$ cat config.mk
export PLATFORM = sky130hd
export DESIGN_NAME = pmclk_ctrl
export DESIGN_NICKNAME = d
export VERILOG_FILES = /design/src/rtl/pmclk_ctrl.sv
export SDC_FILE = /design/constraint.sdc
export NUM_CORES = 1
export LEC_CHECK = 0
export BUFFER_PORTS_ARGS = -buffer_cell sky130_fd_sc_hd__buf_2
export CELL_PAD_IN_SITES_DETAIL_PLACEMENT = 0
export CELL_PAD_IN_SITES_GLOBAL_PLACEMENT = 1
export CORE_MARGIN = 2
export CORE_UTILIZATION = 40
export CTS_BUF_LIST = sky130_fd_sc_hd__clkbuf_8
export CTS_CLUSTER_SIZE = 28
export DETAILED_ROUTE_END_ITERATION = 10
export GPL_ROUTABILITY_DRIVEN = 0
export PLACE_DENSITY_LB_ADDON = 0.3
export SYNTH_ARGS = -nofsm -noshare
export SYNTH_HDL_FRONTEND = slang
export SYNTH_SLANG_ARGS = --single-unit
$ cat constraint.sdc
create_clock -name clk -period 4.01 [get_ports clk]
set_clock_uncertainty 0.05 [all_clocks]
set_input_delay 0.401 -clock clk [delete_from_list [all_inputs] [get_ports clk]]
set_output_delay 0.401 -clock clk [all_outputs]
set_load 0.02 [all_outputs]
$ cat src/rtl/pmclk_ctrl.sv
module pmclk_ctrl #(
  parameter int MAX_SH = 5
) (
  input  logic       clk,
  input  logic       rst_n,
  input  logic       spd_wr_en,
  input  logic [2:0] spd_wr_data,
  input  logic       sby_wr_en,
  input  logic       sby_wr_data,
  input  logic       bus_end,
  input  logic       sleep_req,
  input  logic       irq_any,
  input  logic       irq_ext,
  output logic       cpu_ce,
  output logic       per_ce,
  output logic       mode_high,
  output logic       mode_med,
  output logic       mode_sleep,
  output logic       mode_stby
);
  localparam int CNT_W = MAX_SH;

  typedef enum logic [1:0] {PM_RUN, PM_SLEEP, PM_STBY} pm_t;

  pm_t              pm_q;
  logic [2:0]       spd_q, act_q;
  logic             sby_q;
  logic [CNT_W-1:0] cnt_q, lim;
  logic [2:0]       sh;
  logic             tick, running;

  assign sh      = (act_q > 3'(MAX_SH)) ? 3'(MAX_SH) : act_q;
  assign lim     = CNT_W'((32'd1 << sh) - 32'd1);
  assign tick    = (cnt_q == lim);
  assign running = (pm_q == PM_RUN);

  assign cpu_ce     = running && tick;
  assign per_ce     = (pm_q != PM_STBY);
  assign mode_high  = running && (act_q == 3'd0);
  assign mode_med   = running && (act_q != 3'd0);
  assign mode_sleep = (pm_q == PM_SLEEP);
  assign mode_stby  = (pm_q == PM_STBY);

  always_ff @(posedge clk) begin
    if (!rst_n) begin
      pm_q  <= PM_RUN;
      spd_q <= 3'd0;
      act_q <= 3'd0;
      sby_q <= 1'b0;
      cnt_q <= '0;
    end else begin
      if (spd_wr_en) spd_q <= spd_wr_data;
      if (sby_wr_en) sby_q <= sby_wr_data;
      unique case (pm_q)
        PM_RUN: begin
          if (sleep_req) begin
            pm_q <= sby_q ? PM_STBY : PM_SLEEP;
          end else if (bus_end && spd_q != act_q) begin
            act_q <= spd_q;
            cnt_q <= '0;
          end else begin
            cnt_q <= tick ? '0 : cnt_q + 1'b1;
          end
        end
        PM_SLEEP: if (irq_any || irq_ext) begin
          pm_q  <= PM_RUN;
          cnt_q <= '0;
        end
        PM_STBY: if (irq_ext) begin
          pm_q  <= PM_RUN;
          cnt_q <= '0;
        end
        default: pm_q <= PM_RUN;
      endcase
    end
  end

  a_r11_one_mode: assert property (@(posedge clk) disable iff (!rst_n)
    $countones({mode_high, mode_med, mode_sleep, mode_stby}) == 1);

  a_r3_apply_on_bus_end: assert property (@(posedge clk) disable iff (!rst_n)
    !$stable(act_q) |-> $past(bus_end));

  a_r7_sleep_enables: assert property (@(posedge clk) disable iff (!rst_n)
    mode_sleep |-> (!cpu_ce && per_ce));

  a_r8_stby_enables: assert property (@(posedge clk) disable iff (!rst_n)
    mode_stby |-> (!cpu_ce && !per_ce));

  a_r9_stby_exit_ext: assert property (@(posedge clk) disable iff (!rst_n)
    $fell(mode_stby) |-> $past(irq_ext));

  a_r2_single_pulse: assert property (@(posedge clk) disable iff (!rst_n)
    (cpu_ce && mode_med && !bus_end) |=> !cpu_ce);

  a_r6_per_running: assert property (@(posedge clk) disable iff (!rst_n)
    (mode_high || mode_med || mode_sleep) |-> per_ce);
endmodule

==> summary.txt <==
Run status
  – Status: completed

Clocking
  – CTS tree: yes
  – H-tree levels: 1
  – CTS Buf Count: 3
  – Clk root buf: clkbuf_8
  – Cts repair resizes: 0
  – Maximum clock insertion buffer count: 2
  – Clock slew at reported path FFs: 0.06 ns
  – Setup bufs post-CTS: 0
  – Worst skew pair latency: 0.24 ns
  – Cts hold-fix bufs: 0
  – Clock sink count: 14

Worst setup path
  – Max FO, Critical Path: 6
  – Critical path class: flop to output pin
  – WP data required: 3.56 ns
  – CP Capture Type: output pin
  – Critical Path AT: 2.33 ns
  – Worst Setup Start Kind: flop

Synthesis
  – Top cells by area, synth: dfxtp_1 33%, ha_1 7.5%, xor2_1 6.3%
  – Sequential cell area fraction in the yosys report: 33.4%
  – Post-synth ARST share: 0%
  – Ys flop type: dfxtp_1
  – Top cell type's share of synthesized area: 33.4%
  – Cell with the most instances after synthesis: dfxtp_1
  – Mapped Cells: ~100
  – Synthesis-stage register bit count: 14
  – Netlist Area Pre-Place: 838 um^2
  – Commonest cells in the netlist: 14 x dfxtp_1, 11 x nand2_1
  – Synth unique cells: 26
  – Cell taking the most area after synthesis: dfxtp_1
  – Mapped Nets: 115
  – Yosys warns: 0
  – Post-synth EDFFs: 0
  – Syn_area_per_cell: between 8 and 9 um^2

Routing
  – Vias/cell: 4.71
  – Drt pass-1 iters: 4
  – Initial DRC Count: 10
  – Wirelength per Cell: 10.7 um
  – Drt drc: 0
  – Detail Route Antenna Nets: 0
  – Final WL: between 1500 and 2000 um
  – DR vias: between 600 and 700

Power
  – Total power: 0.334 mW
  – Max VDD drop: 212 uV
  – Leakage power: 0.435 nW
  – Power density cells: 338 nW/um^2

GRT
  – First-pass GRT wire length: approximately 2700 um
  – Vias in the first global route: 623
  – Tot GR Track Use: between 10 and 15%
  – Pin count of the biggest net entering global routing: 12
  – Total global routing overflow: 0
  – Initial antenna violation count: 0

STA
  – Hold Vio Cnt, Final: 0
  – RSZ-0062 raised after global routing: false
  – Final setup fails: 0
  – Max_slew headroom: about three fifths
  – Final min period: 2.78 ns
  – Max-slew violation count: 0
  – Final critical-path share of the clock period: slightly below 70%
  – Fmax: between 0.3 and 0.4 GHz
  – Setup TNS: 0 ns
  – Worst-Margin Slew: 0.616 ns
  – Hold WS: approximately 0.37 ns

Floorplanning
  – Die height: 49.8 um
  – Core area: 1960 um^2
  – Die area: about 2500 um^2
  – Die X: between 40 and 50 um
  – Top Ports: 18
  – Rows: 16
  – Initial Util: 42.7%

Flow run
  – Maxcap violations: 0

Final layout
  – Number of fill cells: between 200 and 250
  – Post-layout util: 50.4%
  – Layout Nets: 135
  – Antenna diodes: 0
  – Area added between synthesis and finish: 18.1%
  – Fraction of final layout cells sized beyond drive strength 1: 18.1%

Placement
  – IO Port Bufs: 17
  – DP HPWL: between 1000 and 1500 um

Worst hold path
  – HP Class: input pin to flop
-- registers in the layout, indices dropped and copies added, names as in the netlist --
signal	flops
cnt_q	5
sby_q	1
act_q	3
spd_q	3
pm_q	2
-- layout by cell type, fill, tap and decap left out --
cell type and n:
o21ai_0 6, inv_1 5, nor2_1 6, o31ai_1 1
a211oi_1 1, a2111oi_4 1, dfxtp_1 14, xnor2_1 3
or3_1 1, buf_2 17, or2_1 1, a21boi_0 5
clkbuf_8 3, nand2_1 11, a21oi_1 2, ha_1 5
nand4_1 2, xor2_1 6, and2_1 3, nand2b_1 2
a2bb2oi_1 1, mux2i_1 5, or2b_1 1, nand3_1 6
a21o_1 2, nor2b_1 6
-- final timing paths --
path / from / end / slack [ns] / depth (start not counted)
max reg2reg: act_q[0] / cnt_q[3] / 1.77 / 7
min reg2reg: pm_q[1] / pm_q[1] / 0.44 / 2
min: spd_wr_data[2] / spd_q[2] / 0.37 / 3
max: act_q[0] / cpu_ce / 1.23 / 7
-- cell type report --
class                      count  area [um^2]  area share, %
multi-input combinational     77          531           53.6
sequential                    14          280           28.3
clock buffer                   3         41.3           4.17
timing repair buffer          17         85.1           8.60
inverter                       5         18.8           1.90
tap                           27         33.8           3.41
-- per-stage QoR --
stage	instance area, um^2	setup WS, ns	cells
after detailed placement	948	1.49	140
after global routing	990	1.04	143
after global placement	948	1.53	140
after floorplan	838	1.61	98
final	990	1.23	143
after CTS	990	1.19	143
-- report_power, final --
group | total [mW] | switching [mW] | internal (mW)
registers | 0.150 | 0.00555 | 0.144
clock network | 0.114 | 0.0480 | 0.0664
logic | 0.0697 | 0.0384 | 0.0313
-- cell families after synthesis --
group,Yosys count,share of synthesized area (%)
xor+xnor,9,9.40
fa+ha+maj,5,7.46
mux,5,5.97
compound gates,19,17.2
buf+inv,7,3.28
simple gates,39,23.3
flops,14,33.4
-- critical path: stages, from the launching register on --
cell and delay (ns):
dfxtp_1 0.35, or3_1 0.42, ha_1 0.22, xnor2_1 0.21, mux2i_1 0.15, a2111oi_4 0.40
and2_1 0.16, buf_2 0.15
-- routing by layer --
metal,share of wire (%),global-route usage (%),vias to the layer above,routed length (um)
met2,42,20.9,16,646
met5,0,0,-,0
met3,6.1,4.24,3,93
li1,-,-,368,-
met4,1.9,9.26,0,29
met1,50,18.6,287,763
(Power assumes the default switching activity.)
